**src/rtl/capcmp_pkg.sv**
```systemverilog
package capcmp_pkg;
  parameter int NUM_CH = 8;
  parameter int CNT_W  = 16;
  parameter int ADDR_W = 5;

  localparam int CFG_BYTES = (2 * NUM_CH) / 8;
  localparam int A_MODE_I  = 2 * NUM_CH;
  localparam int A_EDGE_I  = A_MODE_I + 1;
  localparam int A_ACT_I   = A_EDGE_I + CFG_BYTES;
  localparam int A_IE_I    = A_ACT_I + CFG_BYTES;
  localparam int A_FLG_I   = A_IE_I + 1;

  localparam logic [ADDR_W-1:0] A_MODE = ADDR_W'(A_MODE_I);
  localparam logic [ADDR_W-1:0] A_IE   = ADDR_W'(A_IE_I);
  localparam logic [ADDR_W-1:0] A_FLG  = ADDR_W'(A_FLG_I);

  typedef enum logic [1:0] {
    EDGE_OFF  = 2'b00,
    EDGE_RISE = 2'b01,
    EDGE_FALL = 2'b10,
    EDGE_BOTH = 2'b11
  } edgeSel_e;

  typedef enum logic [1:0] {
    ACT_NONE   = 2'b00,
    ACT_TOGGLE = 2'b01,
    ACT_CLEAR  = 2'b10,
    ACT_SET    = 2'b11
  } act_e;

  typedef struct packed {
    logic [NUM_CH-1:0] wrHi;
    logic [NUM_CH-1:0] wrLo;
    logic [7:0]        wrByte;
  } chanStrobe_t;
endpackage

```
**src/rtl/capcmp_ctrl.sv**
```systemverilog
module capcmp_ctrl
  import capcmp_pkg::*;
(
  input  logic                              clk,
  input  logic                              rst_n,
  input  logic                              busWr,
  input  logic [ADDR_W-1:0]                 busAddr,
  input  logic [7:0]                        busWdata,
  output logic [7:0]                        busRdata,
  input  logic [NUM_CH-1:0][CNT_W-1:0]      chanReg,
  input  logic [NUM_CH-1:0]                 evtVec,
  output chanStrobe_t                       stb,
  output logic [NUM_CH-1:0]                 modeVec,
  output logic [2*NUM_CH-1:0]               edgeFlat,
  output logic [2*NUM_CH-1:0]               actFlat,
  output logic [NUM_CH-1:0]                 ieVec,
  output logic [NUM_CH-1:0]                 flagVec,
  output logic                              irq
);
  logic [NUM_CH-1:0] clrMask;

  // strobes toward the datapath
  always_comb begin
    stb.wrByte = busWdata;
    for (int i = 0; i < NUM_CH; i++) begin
      stb.wrHi[i] = busWr && (busAddr == ADDR_W'(2 * i));
      stb.wrLo[i] = busWr && (busAddr == ADDR_W'(2 * i + 1));
    end
  end

  // configuration registers
  always_ff @(posedge clk) begin
    if (!rst_n) begin
      modeVec  <= '0;
      edgeFlat <= '0;
      actFlat  <= '0;
      ieVec    <= '0;
    end else if (busWr) begin
      if (busAddr == A_MODE) modeVec <= busWdata[NUM_CH-1:0];
      if (busAddr == A_IE)   ieVec   <= busWdata[NUM_CH-1:0];
      for (int j = 0; j < CFG_BYTES; j++) begin
        if (busAddr == ADDR_W'(A_EDGE_I + j)) edgeFlat[8*j +: 8] <= busWdata;
        if (busAddr == ADDR_W'(A_ACT_I + j))  actFlat[8*j +: 8]  <= busWdata;
      end
    end
  end

  // flags: hardware set has priority over write-one-to-clear
  assign clrMask = (busWr && busAddr == A_FLG) ? busWdata[NUM_CH-1:0] : '0;

  always_ff @(posedge clk) begin
    if (!rst_n) flagVec <= '0;
    else        flagVec <= (flagVec & ~clrMask) | evtVec;
  end

  assign irq = |(flagVec & ieVec);

  // read mux
  always_comb begin
    busRdata = '0;
    for (int i = 0; i < NUM_CH; i++) begin
      if (busAddr == ADDR_W'(2 * i))     busRdata = chanReg[i][CNT_W-1:8];
      if (busAddr == ADDR_W'(2 * i + 1)) busRdata = chanReg[i][7:0];
    end
    for (int j = 0; j < CFG_BYTES; j++) begin
      if (busAddr == ADDR_W'(A_EDGE_I + j)) busRdata = edgeFlat[8*j +: 8];
      if (busAddr == ADDR_W'(A_ACT_I + j))  busRdata = actFlat[8*j +: 8];
    end
    if (busAddr == A_MODE) busRdata = modeVec;
    if (busAddr == A_IE)   busRdata = ieVec;
    if (busAddr == A_FLG)  busRdata = flagVec;
  end
endmodule

```
**src/rtl/capcmp_dp.sv**
```systemverilog
module capcmp_dp
  import capcmp_pkg::*;
(
  input  logic                              clk,
  input  logic                              rst_n,
  input  logic [CNT_W-1:0]                  cntVal,
  input  logic                              cntTick,
  input  logic [NUM_CH-1:0]                 pinIn,
  input  chanStrobe_t                       stb,
  input  logic [NUM_CH-1:0]                 modeVec,
  input  logic [2*NUM_CH-1:0]               edgeFlat,
  input  logic [2*NUM_CH-1:0]               actFlat,
  output logic [NUM_CH-1:0][CNT_W-1:0]      chanReg,
  output logic [NUM_CH-1:0]                 evtVec,
  output logic [NUM_CH-1:0]                 pinOut,
  output logic [NUM_CH-1:0]                 pinOutEn
);
  logic [NUM_CH-1:0] syncA, syncB, syncC;

  // two-flop synchroniser plus one history stage for edge detection
  always_ff @(posedge clk) begin
    if (!rst_n) begin
      syncA <= '0;
      syncB <= '0;
      syncC <= '0;
    end else begin
      syncA <= pinIn;
      syncB <= syncA;
      syncC <= syncB;
    end
  end

  for (genvar i = 0; i < NUM_CH; i++) begin : g_ch
    logic     rise, fall, capHit, cmpHit;
    edgeSel_e edgeSel;
    act_e     act;

    assign edgeSel = edgeSel_e'(edgeFlat[2*i +: 2]);
    assign act     = act_e'(actFlat[2*i +: 2]);
    assign rise    = syncB[i] & ~syncC[i];
    assign fall    = ~syncB[i] & syncC[i];

    always_comb begin
      unique case (edgeSel)
        EDGE_RISE: capHit = rise;
        EDGE_FALL: capHit = fall;
        EDGE_BOTH: capHit = rise | fall;
        default:   capHit = 1'b0;
      endcase
      capHit = capHit & ~modeVec[i];
    end

    assign cmpHit      = modeVec[i] && cntTick && (cntVal == chanReg[i]);
    assign evtVec[i]   = capHit | cmpHit;
    assign pinOutEn[i] = modeVec[i] && (act != ACT_NONE);

    // channel register: capture overrides a bus write in the same cycle
    always_ff @(posedge clk) begin
      if (!rst_n) begin
        chanReg[i] <= '0;
      end else if (capHit) begin
        chanReg[i] <= cntVal;
      end else begin
        if (stb.wrHi[i]) chanReg[i][CNT_W-1:8] <= stb.wrByte;
        if (stb.wrLo[i]) chanReg[i][7:0]       <= stb.wrByte;
      end
    end

    always_ff @(posedge clk) begin
      if (!rst_n) begin
        pinOut[i] <= 1'b0;
      end else if (cmpHit) begin
        unique case (act)
          ACT_TOGGLE: pinOut[i] <= ~pinOut[i];
          ACT_CLEAR:  pinOut[i] <= 1'b0;
          ACT_SET:    pinOut[i] <= 1'b1;
          default:    pinOut[i] <= pinOut[i];
        endcase
      end
    end
  end
endmodule

```
**src/rtl/capcmp_array.sv**
```systemverilog
module capcmp_array
  import capcmp_pkg::*;
(
  input  logic                 clk,
  input  logic                 rst_n,
  input  logic [CNT_W-1:0]     cntVal,
  input  logic                 cntTick,
  input  logic                 busWr,
  input  logic [ADDR_W-1:0]    busAddr,
  input  logic [7:0]           busWdata,
  output logic [7:0]           busRdata,
  input  logic [NUM_CH-1:0]    pinIn,
  output logic [NUM_CH-1:0]    pinOut,
  output logic [NUM_CH-1:0]    pinOutEn,
  output logic                 irq
);
  chanStrobe_t                   stb;
  logic [NUM_CH-1:0][CNT_W-1:0]  chanReg;
  logic [NUM_CH-1:0]             evtVec, modeVec, ieVec, flagVec;
  logic [2*NUM_CH-1:0]           edgeFlat, actFlat;

  capcmp_ctrl u_ctrl (
    .clk(clk), .rst_n(rst_n), .busWr(busWr), .busAddr(busAddr),
    .busWdata(busWdata), .busRdata(busRdata), .chanReg(chanReg),
    .evtVec(evtVec), .stb(stb), .modeVec(modeVec), .edgeFlat(edgeFlat),
    .actFlat(actFlat), .ieVec(ieVec), .flagVec(flagVec), .irq(irq)
  );

  capcmp_dp u_dp (
    .clk(clk), .rst_n(rst_n), .cntVal(cntVal), .cntTick(cntTick),
    .pinIn(pinIn), .stb(stb), .modeVec(modeVec), .edgeFlat(edgeFlat),
    .actFlat(actFlat), .chanReg(chanReg), .evtVec(evtVec),
    .pinOut(pinOut), .pinOutEn(pinOutEn)
  );
endmodule

```
**config.mk**
```make
export PLATFORM = sky130hd
export DESIGN_NAME = capcmp_array
export DESIGN_NICKNAME = d
export VERILOG_FILES = /design/src/rtl/capcmp_pkg.sv /design/src/rtl/capcmp_ctrl.sv /design/src/rtl/capcmp_dp.sv /design/src/rtl/capcmp_array.sv
export SDC_FILE = /design/constraint.sdc
export NUM_CORES = 1
export LEC_CHECK = 0
export BUFFER_PORTS_ARGS = -buffer_cell sky130_fd_sc_hd__clkbuf_2
export CAP_MARGIN = 20
export CELL_PAD_IN_SITES_DETAIL_PLACEMENT = 0
export CELL_PAD_IN_SITES_GLOBAL_PLACEMENT = 1
export CORE_AREA = 2 2 203 205
export DETAILED_ROUTE_END_ITERATION = 6
export DIE_AREA = 0 0 205 207
export HOLD_SLACK_MARGIN = 0.08
export PLACE_DENSITY = 0.65
export SLEW_MARGIN = 30
export SYNTH_ARGS = -nofsm -noshare
export SYNTH_HDL_FRONTEND = slang
export SYNTH_HIERARCHICAL = 1
export SYNTH_SLANG_ARGS = --single-unit
export TNS_END_PERCENT = 50
```
**constraint.sdc**
```tcl
create_clock -name clk -period 2.47 [get_ports clk]
set_input_delay 0.494 -clock clk [delete_from_list [all_inputs] [get_ports clk]]
set_output_delay 0.494 -clock clk [all_outputs]
set_load 0.1 [all_outputs]
```
==> results of run 1 <==
cell families after synthesis:
family	Yosys count
simple gates	548
compound gates	396
flops	216
buf+inv	188
mux	151
xor+xnor	128
fa+ha+maj	16
power by group through the flow:
stage	sequential, mW	clock [mW]	combinational, mW
after global routing	3.58	4.38	1.52
after detailed placement	3.65	0	1.34
final	3.57	4.18	1.46
after CTS	3.57	4.22	1.43
after global placement	3.65	0	1.34
after floorplan	3.64	0	0.785
area by class of cell:
type	count	share of cell area, %
Multi-Input combinational cell	1239	50.20
Clock buffer	41	4.744
Antenna cell	1	0.01429
Tap cell	532	3.801
Inverter	25	0.5644
Clock inverter	10	0.6144
Sequential cell	216	24.76
Timing Repair Buffer	315	15.30
cell usage after synthesis (5+ instances only):
cell      instances
a22oi_1           9
dfxtp_1         216
o221ai_1          6
nor3_2            5
buf_4            27
nand2_1         134
o21ai_0          63
a31oi_1          18
clkbuf_1         54
nand4_1          43
buf_6            28
nand3_1          28
nor2b_1          41
nand2b_1          7
nor4_4            5
a32oi_1           5
xnor2_1         108
ha_1             16
mux2i_1         141
buf_2            40
xor2_1           16
nor2_2            7
nand3b_1         16
a21boi_0         47
or2_2             8
o211ai_1          7
a21o_1            9
nor2_1          185
a21oi_1          43
mux2_2            6
a211oi_1        133
o22ai_1          15
and2_1           24
nor3_1           11
inv_1            24
and3_1            5
buf_1             9
sequential cells by signal, indices dropped and copies added, names as in the netlist:
name             flops
u_dp/chanReg       128
u_ctrl/actFlat      16
u_ctrl/edgeFlat     16
u_ctrl/flagVec       8
u_ctrl/ieVec         8
u_ctrl/modeVec       8
u_dp/pinOut          8
u_dp/syncA           8
u_dp/syncB           8
u_dp/syncC           8
per-stage QoR:
stage	TNS (ns)	cells	util (%)	cell area (um2)
2_1_floorplan	-1.979	1643	-	14080
3_3_place_gp	-8.533	2310	39.73	16040
3_5_place_dp	-8.182	2310	39.73	16040
4_1_cts	-3.441	2377	43.18	17430
5_1_grt	-3.733	2378	43.38	17510
6_report	-3.304	2379	43.38	17510
worst max path at each step:
stage	endpoint	start	depth (start not counted)	slack [ns]
after global placement	busRdata[6]	busAddr[2]	9	-0.69
after CTS	busRdata[1]	u_dp/chanReg[17]	7	-0.60
final	busRdata[1]	u_dp/chanReg[17]	7	-0.57
after global routing	busRdata[1]	u_dp/chanReg[9]	7	-0.67
after detailed placement	busRdata[6]	busAddr[2]	9	-0.70
after floorplan	busRdata[6]	busAddr[1]	7	-0.40
per-layer routing:
layer,track usage (%),vias to the layer above,wire length (um)
met3,4.688,101,4114
met2,44.01,515,27140
met5,0,-,0
met1,39.84,6602,27560
li1,-,6222,-
met4,8.583,0,1983
what timing repair did:
item / CTS / global route
gates cloned: 1 / 0
gates resized for setup: 77 / 17
setup buffers: 17 / 1
pin swaps: 18 / 7
hold buffers: 0 / 0
endpoints found under the setup margin: 8 / 8
==> qor.yml, run 1 <==
worst_setup_path:
  r2r-end: "u_dp/chanReg[11]"
  slowest_stage: "mux4_2"
  start_kind: "register"
  crit_path_end_kind: "output pin"
  rr_startpoint: "u_dp/syncB[0]"
  worst_ep_arrival_time_ns: 2.54
  rrSetupSlack_ns: 0.39
  critical-path-max-stage-delay_ns: 0.50
  path_max_fanout: 2
  worstPathCellList: "mux4_2, o211ai_1, a211oi_1, o31ai_2, buf_4, nand3_4, buf_12"
  ff2ff_path_depth: 8
  cp_top_family: "compound AO/OA/AOI/OAI gates"
  worstSetupPathType: "reg -> out"
  required_ns: 1.98
  critPathBufInv: 2
drt:
  drtPass1Iterations: 5
  wl_per_cell_um: 25.56
  viasPerCell: 5.649
  final_antenna_net_count: 0
  vias: 13440
  drc_errors: 0
  wl_um: 60800
  drt_iter0_drc: 1319
finish:
  regArea_um2: 4337
  final_cell_mix: "buf_4, dfxtp_1, nor2_1"
  multi_input_area_um2: 8792
  drive_gt1_share_pct: 25.73
  num-fill-cells: 4134
  fin_nets: 1882
  syn2layout_area_growth_pct: 26.24
  final_common_cell: "buf_4"
timing:
  worst_pin_slew_ns: 0.6256
  fin_hold_ws_ns: 0.1412
  period_share_pct: 122.9
  slew_violations: 0
  slew_headroom_pct: 58.29
  layout_setup_ws_ns: -0.5654
  fmax_mhz: 329.4
  finClkSkew_ns: 0.01017
  finalSetupViolCount: 8
  rsz0062_at_grt: "yes"
  min_period_ns: 3.035
  final_hold_viol_count: 0
power:
  internal_power_mw: 6.628
  total_power_mw: 9.208
  clkPwrFrac_pct: 45.4
  vdd_ir_drop_max_mv: 0.5355
  p_sw_mw: 2.580
  p_per_area_nw_per_um2: 525.8
  power_frac_seq_pct: 38.8
  p_comb_share_pct: 15.8
  sw_frac_of_total_pct: 28.02
  p_leak_nw: 6.219
synthesis:
  synth_top_family_by_area: "simple AND/OR/NAND/NOR gates"
  synthFlopType: "dfxtp_1"
  synth-simple-area-share_pct: 19.87
  muxShareOfSynthArea_pct: 11.31
  ys_warn_count: 6
  synth_edf_count: 0
  ys_seq_area_share_pct: 31.17
  yosysTopAreaCellShare_pct: 31.17
  synth_nets: 1700
  ys_ff_latch: 216
  async_flop_share_pct: 0
  syn_inst: 1643
  netlist_top_cells_area: "dfxtp_1, mux2i_1, a211oi_1"
  synthAdderAreaFrac_pct: 1.443
  synth_compound_area_share_pct: 19.72
  synth_top_area_cell: "dfxtp_1"
  synth-xor-area-share_pct: 8.378
  synth_cell_type_count: 79
  avgSynthCellArea_um2: 8.444
  post_synth_instance_area_um2: 13870
job:
  drv_cap: 0
floorplan:
  core_um2: 40370
  io_pins: 66
  die_x_um: 205
  start_util_pct: 34.37
  rows: 74
  die_y_um: 207
  die_area_um2: 42440
worst_hold_path:
  hp-start: "pinIn[0]"
  whs_endpoint: "u_dp/syncA[0]"
  min_path_cells: 2
  min_path_type: "in -> reg"
outcome:
  violations: "setup timing"
  status: "finished with violations"
global_routing:
  grt_antenna_before_repair: 0
  grt_pass1_wl_um: 89330
  grt_pass1_vias: 12997
  grt_overflow_total: 0
  grt_max_degree: 68
  groute.usage.overall_pct: 28.28
clock_tree:
  ctsHtreeMaxLevel: 1
  clockBufferDepth: 3
  insertion_delay_ns: 0.57
  clkSlewWorstSetupHoldPaths_ns: 0.06
  cts_tree: "done"
  cts_root_buf: "clkbuf_16"
  cts.sinks: 216
  cts_made_buffers: 28
place:
  io_buffers: 65
  preCtsSetupSlack_ns: -0.6988
  gp_congestion: 0.9420
  place_hpwl_um: 45190
(Power assumes the default switching activity.)
==> run 2, diff against run 1 <==
--- a/config.mk
+++ b/config.mk
@@ -9,14 +9,13 @@
 export CAP_MARGIN = 20
 export CELL_PAD_IN_SITES_DETAIL_PLACEMENT = 0
 export CELL_PAD_IN_SITES_GLOBAL_PLACEMENT = 1
-export CORE_AREA = 2 2 203 205
+export CORE_AREA = 2 2 198 200
 export DETAILED_ROUTE_END_ITERATION = 6
-export DIE_AREA = 0 0 205 207
+export DIE_AREA = 0 0 200 202
 export HOLD_SLACK_MARGIN = 0.08
-export PLACE_DENSITY = 0.65
+export PLACE_DENSITY = 0.66
 export SLEW_MARGIN = 30
 export SYNTH_ARGS = -nofsm -noshare
 export SYNTH_HDL_FRONTEND = slang
-export SYNTH_HIERARCHICAL = 1
 export SYNTH_SLANG_ARGS = --single-unit
 export TNS_END_PERCENT = 50
==> run 2 against run 1 <==
Against the previous run:
- the flow still finishes with violations (setup timing)
- non-clock buffer count is 10 higher
- clock power grew 5.7%
- die area decreased by 4.8%
- critical path depth up 2
- design area hardly changed
- register-to-register slack is essentially flat
- worst hold slack worse by 0.0017 ns
- critical path type is now in -> out
- critical endpoint is now busRdata[5]
- highest routed layer unchanged
==> qor.yml, run 2 <==
worst_setup_path:
  worst_ep_arrival_time_ns: 2.45
  crit_top_cell: "buf_12"
  worstSetupPathType: "in -> out"
  cp_top_family: "compound AO/OA/AOI/OAI gates"
  worstPathCellList: "clkbuf_8, buf_12, buf_6, or2_4, nor4_4, o31ai_4, a221o_1, a21oi_4, buf_12"
  critPathBufInv: 4
  start_kind: "input port"
  crit_path_end_kind: "output pin"
  path_max_fanout: 12
  required_ns: 1.98
  slowest_stage: "a221o_1"
  critical-path-max-stage-delay_ns: 0.39
place:
  dp_cells: 2380
  gp_congestion: 0.9668
  preCtsSetupSlack_ns: -0.6809
  place_hpwl_um: 43820
  io_buffers: 65
outcome:
  status: "finished with violations"
  violations: "setup timing"
synthesis:
  async_flop_share_pct: 0
  ys_seq_area_share_pct: 32.66
  synth_common_cells: "dfxtp_1, nand2_1, nor2_1, clkbuf_1, o21ai_0"
  synth_most_common_cell: "dfxtp_1"
  post_synth_instance_area_um2: 13240
  synth_cell_type_count: 71
  synth_edf_count: 0
  synth_top_area_cell: "dfxtp_1"
  syn_inst: 1717
  netlist_top_cells_area: "dfxtp_1, a311oi_1, nand2_1"
  synthFlopType: "dfxtp_1"
  synth_nets: 1774
  ys_ff_latch: 216
  avgSynthCellArea_um2: 7.711
  yosysTopAreaCellShare_pct: 32.66
  ys_warn_count: 0
power:
  p_leak_nw: 6.418
  p_per_area_nw_per_um2: 540.6
  total_power_mw: 9.471
  vdd_ir_drop_max_mv: 0.4720
  power_frac_seq_pct: 37.6
  sw_frac_of_total_pct: 27.82
  clkPwrFrac_pct: 46.7
  p_comb_share_pct: 15.7
  p_sw_mw: 2.634
  internal_power_mw: 6.836
worst_hold_path:
  min_path_type: "in -> reg"
drt:
  route.top_layer_used: "met4"
  wl_per_cell_um: 24.90
  dr_wl_met3_um: 4654
  drtPass1Iterations: 5
  viasPerCell: 5.793
  drt_iter0_drc: 1340
  vias: 14124
  met2_length_um: 26360
  final_antenna_net_count: 0
  wl_um: 60720
  drt-met1-wl_um: 26870
  drc_errors: 0
timing:
  min_period_ns: 2.944
  finClkSkew_ns: 0.01365
  slew_violations: 0
  final_hold_viol_count: 0
  rsz0062_at_grt: "yes"
  layout_setup_ws_ns: -0.4738
  worst_pin_slew_ns: 0.7321
  fin_hold_ws_ns: 0.1395
  slew_headroom_pct: 51.19
  fmax_mhz: 339.7
  finalSetupViolCount: 8
  period_share_pct: 119.2
clock_tree:
  cts_tree: "done"
  cts_made_buffers: 27
  holdBufCountCts: 0
  clkSlewWorstSetupHoldPaths_ns: 0.05
  insertion_delay_ns: 0.56
  cts.sinks: 216
  clockBufferDepth: 3
  cts_root_buf: "clkbuf_16"
  ctsHtreeMaxLevel: 1
floorplan:
  io_pins: 66
  start_util_pct: 34.58
  die_area_um2: 40400
  rows: 72
  core_um2: 38290
  die_x_um: 200
  die_y_um: 202
finish:
  n_antenna_cell: 0
  largest_reg_flops: 128
  fin_cells: 2438
  top_regs: "u_dp.chanReg: 128 flops, u_ctrl.actFlat: 16 flops, u_ctrl.edgeFlat: 16 flops"
  fin_nets: 1956
  num-fill-cells: 3816
  multi_input_area_um2: 8524
  regArea_um2: 4337
  drive_gt1_share_pct: 25.36
  final_common_cell: "buf_4"
  final_cell_mix: "buf_4, dfxtp_1, nand2_1"
  syn2layout_area_growth_pct: 32.32
  largest_register: "u_dp.chanReg"
global_routing:
  grt_overflow_total: 0
  grt_antenna_before_repair: 0
  groute.usage.overall_pct: 29.80
  grt_pass1_wl_um: 89930
  grt_max_degree: 70
  grt_pass1_vias: 13578
job:
  drv_cap: 0
## run 2: final cells by class
type | instances | share of cell area [%]
tap | 518 | 3.700
sequential | 216 | 24.76
clock inverter | 11 | 1.100
multi-input combinational | 1299 | 48.66
clock buffer | 39 | 4.514
inverter | 30 | 0.6857
timing repair buffer | 325 | 16.58
## run 2: stage by stage
| step | setup TNS, ns | cell area (um2) | utilization, % |
|---|---|---|---|
| 2_1_floorplan | -2.210 | 13390 | - |
| 3_3_place_gp | -4.201 | 15980 | 41.73 |
| 3_5_place_dp | -4.498 | 15980 | 41.73 |
| 4_1_cts | -3.539 | 17250 | 45.06 |
| 5_1_grt | -3.680 | 17520 | 45.75 |
| 6_report | -3.275 | 17520 | 45.75 |
## run 2: power by group through the flow
stage	Combinational [mW]	Sequential [mW]	Clock (mW)
global placement	1.38	3.64	0
global route	1.55	3.57	4.61
CTS	1.43	3.56	4.46
detailed placement	1.38	3.64	0
finish	1.49	3.56	4.42
floorplan	0.725	3.62	0
## run 2: timing repair
action / CTS / global route
gates resized for setup: 49 / 59
pin swaps: 20 / 14
setup buffers: 5 / 2
gates cloned: 2 / 0
setup endpoints to repair: 8 / 8
## run 2: kinds of logic (layout without fill, tap and decap cells)
group / Yosys count / after routing / synth area share [%]
DFF: 216 / 216 / 32.66
buffers and inverters: 203 / 405 / 6.436
AOI/OAI and AO/OA: 457 / 457 / 22.77
muxes: 70 / 70 / 5.746
xor gates and xnor gates: 128 / 128 / 8.468
adders and majority gates: 16 / 16 / 1.512
and+or+nand+nor: 627 / 628 / 22.41
## run 2: layer usage
layer / track usage, % / vias to the layer above
met4: 11.11 / 0
met5: 0 / -
met1: 41.83 / 6870
met2: 45.49 / 582
met3: 5.139 / 151
li1: - / 6521
## run 2: final timing paths
| path | startpoint | endpoint | slack, ns | depth (start not counted) |
|---|---|---|---|---|
| setup / recovery | busAddr[4] | busRdata[5] | -0.47 | 9 |
| hold / removal | pinIn[5] | u_dp.syncA[5] | 0.14 | 2 |
| setup reg to reg | u_dp.syncC[1] | u_dp.chanReg[23] | 0.38 | 8 |
| hold reg to reg | u_dp.syncA[4] | u_dp.syncB[4] | 0.43 | 1 |
